===== src/rtl/lutcell_pkg.sv =====
package lutcell_pkg;

  localparam int CELL_AW   = 6;
  localparam int CELL_BITS = 1 << CELL_AW;
  localparam int HALF_AW   = CELL_AW - 1;
  localparam int HALF_BITS = CELL_BITS / 2;

  typedef enum logic [1:0] {
    MODE_LOGIC = 2'b00,
    MODE_RAM   = 2'b01,
    MODE_DUAL  = 2'b10,
    MODE_SHIFT = 2'b11
  } cellMode_e;

  typedef struct packed {
    logic               load;
    logic               write;
    logic               shift;
    logic [CELL_AW-1:0] wrIdx;
    logic [CELL_AW-1:0] rdIdxA;
    logic [CELL_AW-1:0] rdIdxB;
    logic               portBOn;
  } cellStrobe_t;

endpackage


===== src/rtl/lutcell_ctrl.sv =====
module lutcell_ctrl
  import lutcell_pkg::*;
(
  input  logic               clk,
  input  logic               rstN,
  input  logic [1:0]         cfgMode,
  input  logic               cfgLoad,
  input  logic               wrEn,
  input  logic               shEn,
  input  logic [CELL_AW-1:0] addrA,
  input  logic [HALF_AW-1:0] addrB,
  output cellStrobe_t        st
);

  cellMode_e mode;
  logic [CELL_AW-1:0] lowA;
  logic [CELL_AW-1:0] lowB;

  assign mode = cellMode_e'(cfgMode);
  assign lowA = {1'b0, addrA[HALF_AW-1:0]};
  assign lowB = {1'b0, addrB};

  always_comb begin
    st         = '0;
    st.load    = cfgLoad;
    st.rdIdxA  = addrA;
    case (mode)
      MODE_LOGIC: begin
        st.rdIdxA = addrA;
      end
      MODE_RAM: begin
        st.rdIdxA = addrA;
        st.wrIdx  = addrA;
        st.write  = wrEn & ~cfgLoad;
      end
      MODE_DUAL: begin
        st.rdIdxA  = lowA;
        st.wrIdx   = lowA;
        st.write   = wrEn & ~cfgLoad;
        st.rdIdxB  = lowB;
        st.portBOn = 1'b1;
      end
      MODE_SHIFT: begin
        st.rdIdxA = lowA;
        st.shift  = shEn & ~cfgLoad;
      end
      default: st.rdIdxA = addrA;
    endcase
  end

  AST_ONE_UPDATE: assert property (@(posedge clk) disable iff (!rstN)
    $onehot0({st.load, st.write, st.shift}));

  AST_LOGIC_FROZEN: assert property (@(posedge clk) disable iff (!rstN)
    (cfgMode == 2'b00) |-> (!st.write && !st.shift));

  AST_NO_CROSS_EN: assert property (@(posedge clk) disable iff (!rstN)
    ((cfgMode == 2'b11) |-> !st.write) and ((cfgMode != 2'b11) |-> !st.shift));

endmodule


===== src/rtl/lutcell_store.sv =====
module lutcell_store
  import lutcell_pkg::*;
#(
  parameter logic [CELL_BITS-1:0] INIT_VALUE = 64'hF0E1_D2C3_B4A5_9687
) (
  input  logic                 clk,
  input  logic                 rstN,
  input  logic [CELL_BITS-1:0] cfgInit,
  input  logic                 wrData,
  input  logic                 shIn,
  input  cellStrobe_t          st,
  output logic                 dataA,
  output logic                 dataB,
  output logic                 tapLast
);

  logic [CELL_BITS-1:0] bits;
  logic [CELL_BITS-1:0] nxt;

  for (genvar i = 0; i < CELL_BITS; i++) begin : g_bit
    logic hitWrite;
    assign hitWrite = st.write && (st.wrIdx == CELL_AW'(i));
    if (i < HALF_BITS) begin : g_chain
      logic srcBit;
      if (i == 0) begin : g_head
        assign srcBit = shIn;
      end else begin : g_body
        assign srcBit = bits[i-1];
      end
      assign nxt[i] = st.load  ? cfgInit[i] :
                      st.shift ? srcBit     :
                      hitWrite ? wrData     : bits[i];
    end else begin : g_upper
      assign nxt[i] = st.load  ? cfgInit[i] :
                      hitWrite ? wrData     : bits[i];
    end
  end

  always_ff @(posedge clk) begin
    if (!rstN) bits <= INIT_VALUE;
    else       bits <= nxt;
  end

  assign dataA   = bits[st.rdIdxA];
  assign dataB   = st.portBOn ? bits[st.rdIdxB] : 1'b0;
  assign tapLast = bits[HALF_BITS-1];

  AST_LOAD_IMAGE: assert property (@(posedge clk) disable iff (!rstN)
    st.load |=> (bits == $past(cfgInit)));

  AST_WRITE_LANDS: assert property (@(posedge clk) disable iff (!rstN)
    st.write |=> (bits[$past(st.wrIdx)] == $past(wrData)));

  AST_SHIFT_STEP: assert property (@(posedge clk) disable iff (!rstN)
    st.shift |=> ((bits[0] == $past(shIn)) &&
                  (bits[HALF_BITS-1:1] == $past(bits[HALF_BITS-2:0]))));

  AST_UPPER_KEPT: assert property (@(posedge clk) disable iff (!rstN)
    (!st.load && (st.shift || (st.write && !st.wrIdx[CELL_AW-1])))
      |=> $stable(bits[CELL_BITS-1:HALF_BITS]));

  AST_IDLE_HOLD: assert property (@(posedge clk) disable iff (!rstN)
    (!st.load && !st.write && !st.shift) |=> $stable(bits));

endmodule


===== src/rtl/lutcell_top.sv =====
module lutcell_top
  import lutcell_pkg::*;
#(
  parameter logic [CELL_BITS-1:0] INIT_VALUE = 64'hF0E1_D2C3_B4A5_9687
) (
  input  logic                 clk,
  input  logic                 rstN,
  input  logic [1:0]           cfgMode,
  input  logic                 cfgLoad,
  input  logic [CELL_BITS-1:0] cfgInit,
  input  logic [CELL_AW-1:0]   addrA,
  input  logic [HALF_AW-1:0]   addrB,
  input  logic                 wrEn,
  input  logic                 wrData,
  input  logic                 shEn,
  input  logic                 shIn,
  output logic                 dataA,
  output logic                 dataB,
  output logic                 tapLast
);

  cellStrobe_t st;

  lutcell_ctrl u_ctrl (
    .clk     (clk),
    .rstN    (rstN),
    .cfgMode (cfgMode),
    .cfgLoad (cfgLoad),
    .wrEn    (wrEn),
    .shEn    (shEn),
    .addrA   (addrA),
    .addrB   (addrB),
    .st      (st)
  );

  lutcell_store #(.INIT_VALUE(INIT_VALUE)) u_store (
    .clk     (clk),
    .rstN    (rstN),
    .cfgInit (cfgInit),
    .wrData  (wrData),
    .shIn    (shIn),
    .st      (st),
    .dataA   (dataA),
    .dataB   (dataB),
    .tapLast (tapLast)
  );

  AST_PORTB_QUIET: assert property (@(posedge clk) disable iff (!rstN)
    (cfgMode != 2'b10) |-> (dataB == 1'b0));

  AST_LOGIC_KEEPS_TAP: assert property (@(posedge clk) disable iff (!rstN)
    (cfgMode == 2'b00 && !cfgLoad) |=> $stable(tapLast));

endmodule


===== config.mk =====
export PLATFORM = sky130hd
export DESIGN_NAME = lutcell_top
export DESIGN_NICKNAME = d
export VERILOG_FILES = /design/src/rtl/lutcell_pkg.sv /design/src/rtl/lutcell_ctrl.sv /design/src/rtl/lutcell_store.sv /design/src/rtl/lutcell_top.sv
export SDC_FILE = /design/constraint.sdc
export NUM_CORES = 1
export LEC_CHECK = 0
export BUFFER_PORTS_ARGS = -buffer_cell sky130_fd_sc_hd__buf_4
export CORE_UTILIZATION = 50
export CTS_CLUSTER_DIAMETER = 50
export DETAILED_ROUTE_END_ITERATION = 8
export GPL_ROUTABILITY_DRIVEN = 0
export PLACE_DENSITY = 0.75
export SETUP_SLACK_MARGIN = 0.4
export SLEW_MARGIN = 20
export SYNTH_ARGS = -nofsm -noshare
export SYNTH_HDL_FRONTEND = slang
export SYNTH_SLANG_ARGS = --single-unit

===== constraint.sdc =====
create_clock -name clk -period 2.2 [get_ports clk]
set_input_delay 0 -clock clk [delete_from_list [all_inputs] [get_ports clk]]
set_output_delay 0 -clock clk [all_outputs]
set_load 0.005 [all_outputs]

# Word-level counts from Yosys, hierarchy flattened

Index checks and enable logic that the tools add are counted.

Order comparisons: 2
Eq/ne operators: 66
Muxes and demuxes: 170
Bitwise gates (word level): 3
Reductions and logical operators: 133

Operators by type and width:

| operator             | number |
|---|---|
| $eq A6 B6 Y1 const B | 32 |
| $mux W1              | 165 |
| $eq A6 B5 Y1 const B | 16 |
| $reduce_bool A3 Y1   | 32 |
| $logic_and A1 B1 Y1  | 64 |
| $reduce_bool A2 Y1   | 32 |
| $eq A6 B4 Y1 const B | 8 |
| $eq A6 B3 Y1 const B | 4 |
| $pmux W6 S2          | 2 |
| $bmux W1 S6          | 2 |
| $eq A6 B2 Y1 const B | 2 |
| $lt A5 B7 Y1 const B | 1 |
| $lt A6 B7 Y1 const B | 1 |
| $eq A6 B1 Y1 const B | 1 |
| $logic_not A6 Y1     | 1 |
| $mux W6              | 1 |
| $reduce_or A2 Y1     | 3 |
| $eq A2 B2 Y1 const B | 2 |
| $and A1 B1 Y1        | 2 |
| $eq A2 B1 Y1 const B | 1 |
| $logic_not A2 Y1     | 1 |
| $not A1 Y1           | 1 |

Register bits after elaboration: 64
Output and inout bits: 3
Word-level logic and storage cells: 438

# Longest topological paths before layout

Word-level depth: 7
Gate-level depth with buffers: 9
Mapped depth without buffers: 7

# By module

A second synthesis with hierarchy kept.

Cell total of the unflattened synthesis: 579
Area, all modules: 4908.5 sq um

By module, submodules not included:

| module        | instances | cells an instance | area each (sq um) | sequential area each (sq um) |
|---|---|---|---|---|
| lutcell_store | 1         | 547               | 4685.7            | 1281.2 |
| lutcell_ctrl  | 1         | 32                | 222.7             | 0.0 |

# Least setup slack after synthesis

OpenSTA, ideal clock, no wires.

Kind: input to register
From: input cfgMode[0]
To: register u_store.bits[33]
Setup time: 0.133 ns
Data arrival time: 1.666 ns
Data required time: 2.067 ns
Setup slack: 0.402 ns
Stages: 8
Path buffers: 1
Path through: inv_1 > ha_1 > nor3b_1 > and4b_1 > buf_2 > a21boi_0 > a311oi_1 > o21ai_0

Word-level cells in the longest chain between the ends: 5
Elaborated cells between the ends (all ways): 8
Those cells by class: eq/ne (3); mux (2); reduce/logical (3)

Ends and longest elaborated chain:

| item                                            | RTL line            | text |
|---|---|---|
| start, declared                                 | lutcell_top.sv:8    | `input logic [1:0] cfgMode,` |
| $eq A2 B2 Y1 or $eq A2 B1 Y1 (tied branches)    | lutcell_ctrl.sv:27  | `case (mode)` |
| $pmux W6 S2 or $reduce_or A2 Y1 (tied branches) | n/a                 |  |
| $eq A6 B6 Y1 or $mux W1 (tied branches)         | n/a                 |  |
| $logic_and A1 B1 Y1 (*)                         | lutcell_store.sv:22 | `assign hitWrite = st.write && (st.wrIdx == CELL_AW'(i));` |
| $reduce_bool A2 Y1 (no line) (*)                | n/a                 |  |
| end signal, assigned                            | lutcell_store.sv:41 | `else bits <= nxt;` |
| end, declared                                   | lutcell_store.sv:17 | `logic [CELL_BITS-1:0] bits;` |

Mark *: on every way between the ends. The rest lies on a longest branch, timed or not.
A chain may end at the register's enable or synchronous reset.

# Worst setup path in the final report

From: register u_store.bits[42]
To: output dataA

Word-level cells in the longest chain between the ends: 2

Ends and longest elaborated chain:

| item                          | RTL line            | text |
|---|---|---|
| $bmux W1 S6                   | lutcell_store.sv:44 | `assign dataA = bits[st.rdIdxA];` |
| $mux W1 (implied by the code) | lutcell_store.sv:44 |  |
| end, declared                 | lutcell_top.sv:17   | `output logic dataA,` |

No other way between the ends. The select of a mux whose other input is x is not followed.

==> metrics.md <==
| Metric | Value |
|---|---|
| Failing checks | `setup timing` |
| First-pass GRT wire length | `21.7 mm` |
| Placement Cell Area | `5140 µm²` |
| Final Setup Violations | `1` |
| Clock skew | `0.00917 ns` |
| Bufs and invs on worst path | `1` |
| Final worst setup slack | `-0.0285 ns` |
| Dpl ws | `between 0.08 and 0.09 ns` |
| R2r endpoint | `u_store.bits[21]$_SDFFE_PN1P_` |
| Count of different cell masters after synthesis | `48` |
| Mapped Cells | `509` |
| Overall global routing resource usage | `31.4%` |
| Final instance area | `approximately 5700 µm²` |
| Max-slew violations | `0` |
| Max Cap Viol | `0` |
| I/O pins | `87` |
| Synthesized area per cell | `between 8 and 9 µm²` |
| CP max FO | `2` |
| Top Family by Delay on Critical Path | `multiplexers` |
| Critical path startpoint category | `flop` |
| Total power draw | `2.98 mW` |
| CP required | `2.20 ns` |
| Measured slew at the worst slew-check pin | `0.559 ns` |
| WHS Path Cells | `3` |
| Post-synth ARST share | `0%` |
| Reg2reg setup slack | `1.14 ns` |
| Setup crit end kind | `output pin` |
| Number of nets in the final layout | `701` |
| Largest cells by area after synthesis | `dfxtp_1 (29%), mux2i_1 (12%), a221o_1 (6.6%), nand2_1 (6.4%), mux4_1 (6.0%)` |
| Status | `complete, but fails checks` |
| DRC marker count from the first detailed-route iteration | `472` |
| TNS Setup | `-0.0285 ns` |
| Synthesized area | `4370 µm²` |
| Hold path start | `cfgInit[37]` |
| Share of the synthesized area in the top cell type | `approximately 30%` |
| Drt pass-1 iters | `5` |
| # clock sinks | `64` |
| Final HPWL DP | `9.71 mm` |
| Initial Utilization | `~52%` |
| Max stage delay on crit path | `0.48 ns` |
| Largest register FFs | `64` |
| Seq/Total Area, Yosys | `29.3%` |
| Cell Rows | `33` |
| Antenna violations before repair | `0` |
| Post-CTS setup buffer count | `0` |
| Slew headroom | `a little over three fifths` |
| Achievable frequency | `449 MHz` |
| Wirelength per Cell | `between 15 and 20 µm` |
| Die H | `95.5 µm` |
| FF-to-FF path depth | `3` |
| H-Tree Depth | `3` |
| Min-Delay Path Class | `in -> reg` |
| Core Box Area | `roughly 8300 µm²` |
| CTS tree | `built` |
| Hold Path Sink | `u_store.bits[37]$_SDFFE_PN0P_` |
| Later-pin clock latency in the skew report | `0.34 ns` |
| CTS Buffer Depth | `2` |
| Die X | `95.5 µm` |
| R2R Path Start | `u_store.bits[20]$_SDFFE_PN0P_` |
| Top reg by flops | `u_store.bits` |
| Post-synth EDFFs | `0` |
| Crit path time final | `~2.2 ns` |
| DR DRC count | `0` |
| WP data arrival | `~2.2 ns` |
| Peak supply drop | `about 0.33 mV` |
| Inst Count DP | `between 600 and 700` |
| Layout cells sized above 1 | `24.2%` |
| Fin crit share | `101%` |
| P&R area growth vs syn | `29.6%` |
| Synth warn | `0` |
| Worst path cell trace | `mux4_2 > mux2_4 > a22o_1 > mux4_2 > buf_6` |
| Crit Path Class | `reg -> out` |
| Vias per cell | `6.31` |
| PwrDens | `approximately 530 nW/µm²` |
| Clock slew at reported path FFs | `roughly 0.07 ns` |
| Clock root cell | `clkbuf_8` |
| Unrepaired setup endpoints after global routing | `yes` |
| Vias in the first global route | `4246` |
| IO Port Bufs | `86` |
| Post-Syn Nets | `596` |
| Total gr overflow | `0` |
| Critical-path top delay cell | `mux4_2` |
| Largest net degree at the start of global routing | `slightly above 50` |
| Vias | `around 4600` |
| Synth area leader | `dfxtp_1` |
| CTS Buf Count | `9` |
| Synth Register Bits | `64` |
| Diode count | `0` |
| Fin cells | `721` |
| Wirelength, routed | `~14 mm` |
| Most frequent CP cell | `mux4_2` |
| Most common flop cell mapped by yosys | `dfxtp_1` |
| Number of antenna-violating nets in the routed design | `0` |
| Hold Fails Final Rpt | `0` |
| Leakage | `2.45 nW` |
| Die area | `9120 µm²` |
| Biggest regs | `u_store.bits x64` |
-- layout by cell type, fill, tap and decap left out, drive strengths merged, types with 3 or more instances in the layout --
master	Yosys	routed
nor4	3	3
nor2	36	36
clkbuf	38	12
o211ai	16	16
ha	3	3
a31oi	3	3
a221o	29	29
buf	11	110
inv	6	6
a21oi	41	41
clkinv	2	3
nor3	9	9
mux4	20	20
dlygate4sd3	0	33
a311oi	10	10
a221oi	5	5
nor2b	9	9
mux2i	53	53
nand2	74	74
dfxtp	64	64
a211oi	9	9
nand3	17	17
nand2b	8	8
o21ai	16	16
-- worst min-delay path, delay by kind of cell --
family	cells	cell delay (ns)
buffers and inverters	1	0.11
and+or+nand+nor	1	0.11
AOI/OAI and AO/OA	1	0.07
-- cell usage after synthesis (all sizes together) (5+ instances only) --
library cell,number
a221oi,5
a21oi,41
nor2b,9
o21ai,16
mux2i,53
nor3,9
dfxtp,64
a211oi,9
nand2b,8
buf,11
a311oi,10
inv,6
clkbuf,38
nand3,17
mux4,20
nand2,74
a221o,29
nor2,36
o211ai,16
-- where the power goes --
group / total, mW / internal, mW / switching [mW]
Clock: 0.873 / 0.450 / 0.423
Combinational: 0.773 / 0.416 / 0.357
Sequential: 1.34 / 1.25 / 0.0873
Total: 2.98 / 2.12 / 0.867
-- metrics by stage --
stage	util [%]	hold WS (ns)
2_1_floorplan	-	0.143
3_3_place_gp	61.6	0.229
3_5_place_dp	61.6	0.234
4_1_cts	67.6	0.00152
5_1_grt	67.9	0.0103
6_report	67.9	0.00339
-- timing repair --
| action | CTS | global route |
|---|---|---|
| hold buffers | 33 | 0 |
| resized for setup | 12 | 6 |
| pin swaps | 4 | 0 |
| hold endpoints to repair | 32 | 0 |
| endpoints found under the setup margin | 2 | 3 |
-- how the worst max path moves through the flow --
stage,cells past startpoint,slack (ns),startpoint,end
CTS,5,-0.009,u_store.bits[40]$_SDFFE_PN0P_,dataA
global placement,8,0.19,cfgMode[0],u_store.bits[12]$_SDFFE_PN1P_
detailed placement,9,0.08,cfgMode[0],u_store.bits[23]$_SDFFE_PN1P_
global route,5,-0.06,u_store.bits[40]$_SDFFE_PN0P_,dataA
floorplan,8,0.40,cfgMode[0],u_store.bits[33]$_SDFFE_PN1P_
finish,5,-0.03,u_store.bits[42]$_SDFFE_PN0P_,dataA
-- cell type report --
cell class | count | area (µm²)
Fill cell | 686 | 2680
Sequential cell | 64 | 1290
Clock inverter | 1 | 5.00
Timing Repair Buffer | 143 | 1180
Clock buffer | 12 | 155
Multi-Input combinational cell | 388 | 2880
Tap cell | 105 | 131
Inverter | 8 | 30.0
-- routing by layer --
| layer | routed length [µm] | vias up | global-route usage, % |
|---|---|---|---|
| met1 | 5720 | 2151 | 42.2 |
| met2 | 6430 | 235 | 49.3 |
| met4 | 354 | 0 | 12.3 |
| met3 | 1280 | 34 | 6.14 |
| met5 | 0 | - | 0 |
| li1 | - | 2132 | - |
-- cells by family after synthesis --
logic type | Yosys count | synth area share (%)
muxes | 74 | 23.6
adders and majority gates | 3 | 0.859
DFF | 64 | 29.3
buffers and inverters | 57 | 5.35
and+or+nand+nor | 168 | 17.3
AOI/OAI and AO/OA | 143 | 23.6
Power figures use the tool's default switching activity.
